--- src/rtl/adcclk_pkg.sv ---
package adcclk_pkg;

  localparam int REG_W     = 16;
  localparam int CODE_W    = 3;
  localparam int MAX_SHIFT = 4;
  localparam int SHIFT_W   = $clog2(MAX_SHIFT + 1);

  localparam logic [REG_W-1:0] REG_RST = 16'h0002;
  localparam logic [REG_W-1:0] WR_MASK = 16'h0FE7;

  typedef struct packed {
    logic [3:0]        rsvd_hi;
    logic [1:0]        ocap;
    logic [1:0]        icap;
    logic [CODE_W-1:0] div_code;
    logic [1:0]        rsvd_lo;
    logic              ext_en;
    logic              rc_en;
    logic              xtal_en;
  } osc_ctl_t;

  // Reserved codes above MAX_SHIFT saturate to the largest ratio.
  function automatic logic [SHIFT_W-1:0] code_to_shift(input logic [CODE_W-1:0] code);
    if (int'(code) > MAX_SHIFT) return SHIFT_W'(MAX_SHIFT);
    return SHIFT_W'(code);
  endfunction

endpackage

--- src/rtl/rst_sync.sv ---
module rst_sync #(
  parameter int STAGES = 2
) (
  input  logic clk,
  input  logic arst_n,
  output logic srst_n
);

  logic [STAGES-1:0] sync_q;
  logic [STAGES-1:0] sync_d;

  always_comb begin
    sync_d = {sync_q[STAGES-2:0], 1'b1};
  end

  always_ff @(posedge clk or negedge arst_n) begin
    if (!arst_n) sync_q <= '0;
    else         sync_q <= sync_d;
  end

  assign srst_n = sync_q[STAGES-1];

endmodule

--- src/rtl/osc_ctl_reg.sv ---
module osc_ctl_reg
  import adcclk_pkg::*;
#(
  parameter logic [REG_W-1:0] RST_VAL = REG_RST,
  parameter logic [REG_W-1:0] WMASK   = WR_MASK
) (
  input  logic             clk,
  input  logic             rst_n,
  input  logic             sel,
  input  logic             wr,
  input  logic [REG_W-1:0] wdata,
  output logic [REG_W-1:0] rdata,
  output osc_ctl_t         ctl
);

  logic [REG_W-1:0] word_q;
  logic [REG_W-1:0] word_d;
  logic             wr_en;

  always_comb begin
    wr_en  = sel & wr;
    word_d = wdata & WMASK;
  end

  always_ff @(posedge clk or negedge rst_n) begin
    if (!rst_n)     word_q <= RST_VAL;
    else if (wr_en) word_q <= word_d;
  end

  assign ctl   = osc_ctl_t'(word_q);
  assign rdata = sel ? word_q : '0;


  reserved_zero_chk: assert property (@(posedge clk) disable iff (!rst_n)
    (rdata & ~WMASK) == '0);


  write_lands_chk: assert property (@(posedge clk) disable iff (!rst_n)
    (sel && wr) |=> word_q == ($past(wdata) & WMASK));


  hold_no_write_chk: assert property (@(posedge clk) disable iff (!rst_n)
    !(sel && wr) |=> $stable(word_q));

endmodule

--- src/rtl/tick_divider.sv ---
module tick_divider #(
  parameter int MAX_SHIFT = 4,
  parameter int SHIFT_W   = $clog2(MAX_SHIFT + 1)
) (
  input  logic               clk,
  input  logic               rst_n,
  input  logic               stop,
  input  logic [SHIFT_W-1:0] shift_req,
  output logic               tick
);

  localparam int CNT_W = (MAX_SHIFT > 0) ? MAX_SHIFT : 1;

  logic [CNT_W-1:0]   cnt_q, cnt_d;
  logic [SHIFT_W-1:0] held_q, eff_shift;
  logic [CNT_W-1:0]   last_cnt;
  logic               at_start;
  logic               tick_c;

  // The ratio is sampled only at the start of a period and held to its end.
  always_comb begin
    at_start  = (cnt_q == '0);
    eff_shift = at_start ? shift_req : held_q;
    last_cnt  = CNT_W'((32'd1 << eff_shift) - 32'd1);
    tick_c    = !stop && (cnt_q == last_cnt);
    cnt_d     = (stop || tick_c) ? '0 : cnt_q + CNT_W'(1);
  end

  always_ff @(posedge clk or negedge rst_n) begin
    if (!rst_n) cnt_q <= '0;
    else        cnt_q <= cnt_d;
  end

  always_ff @(posedge clk or negedge rst_n) begin
    if (!rst_n)        held_q <= '0;
    else if (at_start) held_q <= eff_shift;
  end

  assign tick = tick_c;


  stop_holds_start_chk: assert property (@(posedge clk) disable iff (!rst_n)
    stop |=> cnt_q == '0);


  resume_full_period_chk: assert property (@(posedge clk) disable iff (!rst_n)
    $fell(stop) |-> cnt_q == '0);


  tick_restarts_chk: assert property (@(posedge clk) disable iff (!rst_n)
    tick |=> cnt_q == '0);


  ratio_held_chk: assert property (@(posedge clk) disable iff (!rst_n)
    (cnt_q != '0) |=> $stable(held_q));

endmodule

--- src/rtl/adc_clk_ctrl.sv ---
module adc_clk_ctrl
  import adcclk_pkg::*;
(
  input  logic             clk,
  input  logic             rst_por_n,
  input  logic             rst_sys_n,
  input  logic             reg_sel,
  input  logic             reg_wr,
  input  logic [REG_W-1:0] wr_data,
  output logic [REG_W-1:0] rd_data,
  input  logic             stop_mode,
  output logic             adc_tick,
  output logic [1:0]       xtal_ocap,
  output logic [1:0]       xtal_icap,
  output logic             ext_clk_en,
  output logic             rc_osc_en,
  output logic             xtal_osc_en
);

  logic               por_s_n;
  logic               sys_s_n;
  logic               div_rst_n;
  osc_ctl_t           ctl;
  logic [SHIFT_W-1:0] shift_req;

  rst_sync #(.STAGES(2)) u_por_sync (
    .clk(clk), .arst_n(rst_por_n), .srst_n(por_s_n)
  );

  rst_sync #(.STAGES(2)) u_sys_sync (
    .clk(clk), .arst_n(rst_sys_n), .srst_n(sys_s_n)
  );

  assign div_rst_n = por_s_n & sys_s_n;

  osc_ctl_reg #(.RST_VAL(REG_RST), .WMASK(WR_MASK)) u_reg (
    .clk   (clk),
    .rst_n (por_s_n),
    .sel   (reg_sel),
    .wr    (reg_wr),
    .wdata (wr_data),
    .rdata (rd_data),
    .ctl   (ctl)
  );

  assign shift_req = code_to_shift(ctl.div_code);

  tick_divider #(.MAX_SHIFT(MAX_SHIFT), .SHIFT_W(SHIFT_W)) u_div (
    .clk       (clk),
    .rst_n     (div_rst_n),
    .stop      (stop_mode),
    .shift_req (shift_req),
    .tick      (adc_tick)
  );

  assign xtal_ocap   = ctl.ocap;
  assign xtal_icap   = ctl.icap;
  assign ext_clk_en  = ctl.ext_en;
  assign rc_osc_en   = ctl.rc_en;
  assign xtal_osc_en = ctl.xtal_en;


  no_tick_in_stop_chk: assert property (@(posedge clk) disable iff (!div_rst_n)
    stop_mode |-> !adc_tick);

endmodule

--- config.mk ---
export PLATFORM = sky130hd
export DESIGN_NAME = adc_clk_ctrl
export DESIGN_NICKNAME = d
export VERILOG_FILES = /design/src/rtl/adcclk_pkg.sv /design/src/rtl/rst_sync.sv /design/src/rtl/osc_ctl_reg.sv /design/src/rtl/tick_divider.sv /design/src/rtl/adc_clk_ctrl.sv
export SDC_FILE = /design/constraint.sdc
export NUM_CORES = 1
export LEC_CHECK = 0
export CELL_PAD_IN_SITES_DETAIL_PLACEMENT = 0
export CELL_PAD_IN_SITES_GLOBAL_PLACEMENT = 2
export CORE_ASPECT_RATIO = 0.9
export CORE_UTILIZATION = 25
export CTS_CLUSTER_SIZE = 25
export DETAILED_ROUTE_END_ITERATION = 8
export PLACE_DENSITY_LB_ADDON = 0.2
export SYNTH_ARGS = -nofsm -noshare
export SYNTH_HDL_FRONTEND = slang
export SYNTH_SLANG_ARGS = --single-unit
--- constraint.sdc ---
create_clock -name clk -period 4.6 [get_ports clk]
set_clock_uncertainty 0.05 [all_clocks]
set_input_delay 1.15 -clock clk [delete_from_list [all_inputs] [get_ports clk]]
set_output_delay 1.15 -clock clk [all_outputs]
set_load 0.02 [all_outputs]
==> results by stage <==
Power and ir drop:
- In this run, the combinational gates consume 45.8% of the power.
- In this run switching power makes up 36.91% of total power.
- In this run the static leakage power is 0.0006354 uW.
- The part of the power in registers is 37.1%.
- The cell area power density is 475.4 nW/um2.
- The internal power component is 452.6 uW.
- Summed over all nets, the switching power comes to 264.8 uW.
- IR analysis of the VDD net gives a maximum drop of 0.1813 mV.
- In this run, the clock network consumes 17.1% of the power.
- The overall power after layout is 717.4 uW.

Floorplan:
- The row count is 22.
- The initial utilization of the core area, before any placement, comes to 26.58%.
- The top-level port count is 46.
- The die height is 65.28 um.
- The die area is 4720 um2.
- The die is 72.31 um wide.
- The region available for standard cell placement spans 4184 um2.

Placed design:
- Routability-driven placement finished with a final weighted congestion of 0.7194.
- After detailed placement, the design holds a cell count of 188.
- The HPWL reported at the end of detailed placement is 1617 um.
- During placement, the flow inserted port buffers numbering 33.

Clock tree:
- In this run the number of H-tree levels came out at 1.
- After clock tree synthesis, the flow added hold-fix buffers numbering 0.
- The root buffer cell is sky130_fd_sc_hd__clkbuf_8.
- The number of clock buffers inserted by TritonCTS is 3.
- TritonCTS built the clock tree.
- The clock sink total is 21.
- The maximum clock insertion buffer count is 2.
- Clock-pin slew was measured on the worst setup and hold paths at 80 ps.
- The clock reaches the later pin of the worst-skew pair after 260 ps.

Drt:
- The length of routed wiring on met1 is 1011 um.
- The wire length reported by the detailed router is 2065 um.
- The met2 routed wirelength is 939 um.
- The top routing layer in use is met4.
- The detail-routed net length per standard cell is 10.76 um.
- For this run, design rule violations remaining after detail routing come to 0.
- Detailed routing placed a total of 102 um of wire on met3.
- Detailed routing inserted a total of 765 vias.
- After the first detailed-routing iteration, the DRC count stood at 12.
- The detail route stage leaves a number of antenna-violating nets equal to 0.
- The length of the first detailed-routing pass in iterations is 3.
- Using the TritonRoute via totals, the vias-per-cell ratio works out to 3.984.

Synthesis:
- Each instance of the synthesized netlist takes up on average 11.12 um2.
- Summing the sequential cell areas from Yosys gives 47.36% of the chip area.
- The gate count of the mapped netlist is 100.
- The number of warnings reported in the yosys synthesis log is 0.
- After synthesis the cells add up to 1112 um2.
- The count of state elements after synthesis is 21.
- In this run, distinct cell masters in the synthesized netlist total 26.

Final layout:
- The number of nets in the final layout is 158.
- The post-route netlist has 15.15% of its cells at a drive strength greater than 1.
- The layout-stage area growth over the synthesis result is 35.66%.
- Excluding fillers, the count of instances in the completed layout stands at 192.
- The number of antenna diodes in the final layout is 0.

Setup path:
- In this run the worst path has a maximum fanout of 11.
- The required time at the worst-slack endpoint is 3400 ps.
- Among all stages on the critical path, the largest delay is contributed by sky130_fd_sc_hd__or3b_4.
- The signal arrival time at the worst endpoint is 3100 ps.
- The worst setup path category is flop to output port.
- The signal on the critical path passes through inv_1 > ha_1 > or3b_4 > o21ai_0 > o21ai_0 > ha_1 > xor2_1 > nand3b_1 > mux2i_2 > and3b_2 > dlygate4sd2_1.
- The highest cell delay on the worst timing path is 450 ps.
- STA classifies the critical path startpoint as a flop.
- The critical path endpoint category is an output port.

Global route:
- The first global-routing pass estimated 3484 um of wire.
- The aggregate global-route resource usage is 9.641%.
- The via count of the first global-routing pass is 731.
- Summed over all layers, the global routing overflow is 0.
- The number of antenna violations at the first check in global routing is 0.
- The pin count of the biggest net entering global routing is 14.

Timing:
- Based on the critical path, the design can be clocked at up to 232.5 MHz.
- The count of final setup violators is 0.
- The post-route fraction of the period consumed by the critical path is 93.52%.
- The final hold violation count is 0.
- The total negative slack is 0 ps.
- The number of slew-limit violations in the final report is 0.
- The worst path in the final design needs a cycle of 4302 ps, including I/O delays and setup.
- Setup repair after global routing left no endpoint under its margin.

Run:
- Across the run, the number of max-cap violations was 0.

Run status:
- The run finished with clean final reports.

Min path:
- The type of the tightest min-delay check is flop to asynchronous set/reset pin.
## layout by cell type (no fill, tap or decap), drive strengths merged, types with 4 or more instances in the layout
cell           Yosys  routed
mux2i              4       4
o21ai              4       4
conb               2       8
dfrtp             20      20
clkdlybuf4s50      0      32
mux2              10      10
and2              11      11
nand2              6       6
## critical path, delay by kind of cell (launching register included)
family	cells	cell delay, ps
compound gates	2	380
xor+xnor	1	190
buf+inv	2	400
simple gates	3	760
mux	1	210
fa+ha+maj	2	460
flops	1	440
## final timing paths
path                                           startpoint  slack, ps  depth (start not counted)                              to
max                              u_div.cnt_q[0]$_DFF_PN0_        300                         11                        adc_tick
min                        u_por_sync.sync_q[1]$_DFF_PN0_        140                          0        u_reg.ctl[2]$_DFFE_PN0P_
max in group asynchronous                       rst_sys_n       3390                          1  u_sys_sync.sync_q[0]$_DFF_PN0_
min in group clk           u_sys_sync.sync_q[0]$_DFF_PN0_        300                          0  u_sys_sync.sync_q[1]$_DFF_PN0_
max reg2reg                      u_div.cnt_q[0]$_DFF_PN0_       1870                         11        u_div.cnt_q[2]$_DFF_PN0_
min reg2reg                u_por_sync.sync_q[1]$_DFF_PN0_        140                          0        u_reg.ctl[2]$_DFFE_PN0P_
## through the flow
step / hold WS, ps / instance area, um2 / utilization [%] / worst slack (ps)
2_1_floorplan: 75.81 / 1135 / - / 898.2
3_3_place_gp: 144.7 / 1458 / 34.84 / 300.4
3_5_place_dp: 146.9 / 1458 / 34.84 / 274.1
4_1_cts: 155.2 / 1509 / 36.06 / 269.3
5_1_grt: 195.9 / 1509 / 36.06 / 38.17
6_report: 138.3 / 1509 / 36.06 / 298.0
## final cells by class
type,instances,area (um2)
Inverter,3,11.26
Multi-Input combinational cell,70,510.5
Clock buffer,3,41.29
Tap cell,60,75.07
Clock inverter,1,7.507
Timing Repair Buffer,34,336.6
Fill cell,443,2675
Sequential cell,21,526.8
## power by group through the flow
stage | clock [uW] | combinational [uW] | sequential [uW]
2_1_floorplan | 0 | 242 | 263
3_3_place_gp | 0 | 320 | 270
3_5_place_dp | 0 | 323 | 270
4_1_cts | 132 | 332 | 266
5_1_grt | 141 | 365 | 272
6_report | 123 | 328 | 266
## Yosys cell counts (all sizes together)
master / n / area [um2]
a211oi: 3 / 22.52
a21oi: 1 / 5.000
and2: 11 / 68.82
and2b: 1 / 8.760
and3b: 1 / 10.01
buf: 11 / 86.33
clkbuf: 1 / 3.750
conb: 2 / 7.510
dfrtp: 20 / 500.5
dfstp: 1 / 26.28
ha: 3 / 37.54
inv: 3 / 11.26
mux2: 10 / 112.6
mux2i: 4 / 40.04
nand2: 6 / 22.52
nand2b: 3 / 18.77
nand3: 2 / 10.01
nand3b: 1 / 7.510
nor3: 3 / 15.01
nor3b: 3 / 22.52
o21ai: 4 / 20.02
o221ai: 1 / 8.760
or3b: 1 / 11.26
xnor2: 1 / 8.760
xor2: 3 / 26.28
## logic make-up after synthesis
family	Yosys count	synth area share [%]
XOR/XNOR	4	3.150
multiplexers	14	13.72
AO/OA/AOI/OAI	9	5.062
AND/OR/NAND/NOR	32	17.55
flip-flops	21	47.36
other	2	0.6752
buffers and inverters	15	9.111
adder cells (fa/ha/maj)	3	3.375
## sequential cells by signal, indices dropped and copies added (netlist names)
register / flops
u_reg.ctl: 10
u_div.cnt_q: 4
u_div.held_q: 3
u_por_sync.sync_q: 2
u_sys_sync.sync_q: 2
## routing by layer
| layer | global-route usage, % | vias to the layer above |
|---|---|---|
| li1 | - | 381 |
| met2 | 14.84 | 18 |
| met5 | 0 | - |
| met1 | 12.76 | 364 |
| met4 | 2.206 | 0 |
| met3 | 3.681 | 2 |
## what timing repair did
item	CTS	global route
setup buffers	0	0
gates resized for setup	2	0
setup endpoints to repair	1	0
(Power assumes the default switching activity.)
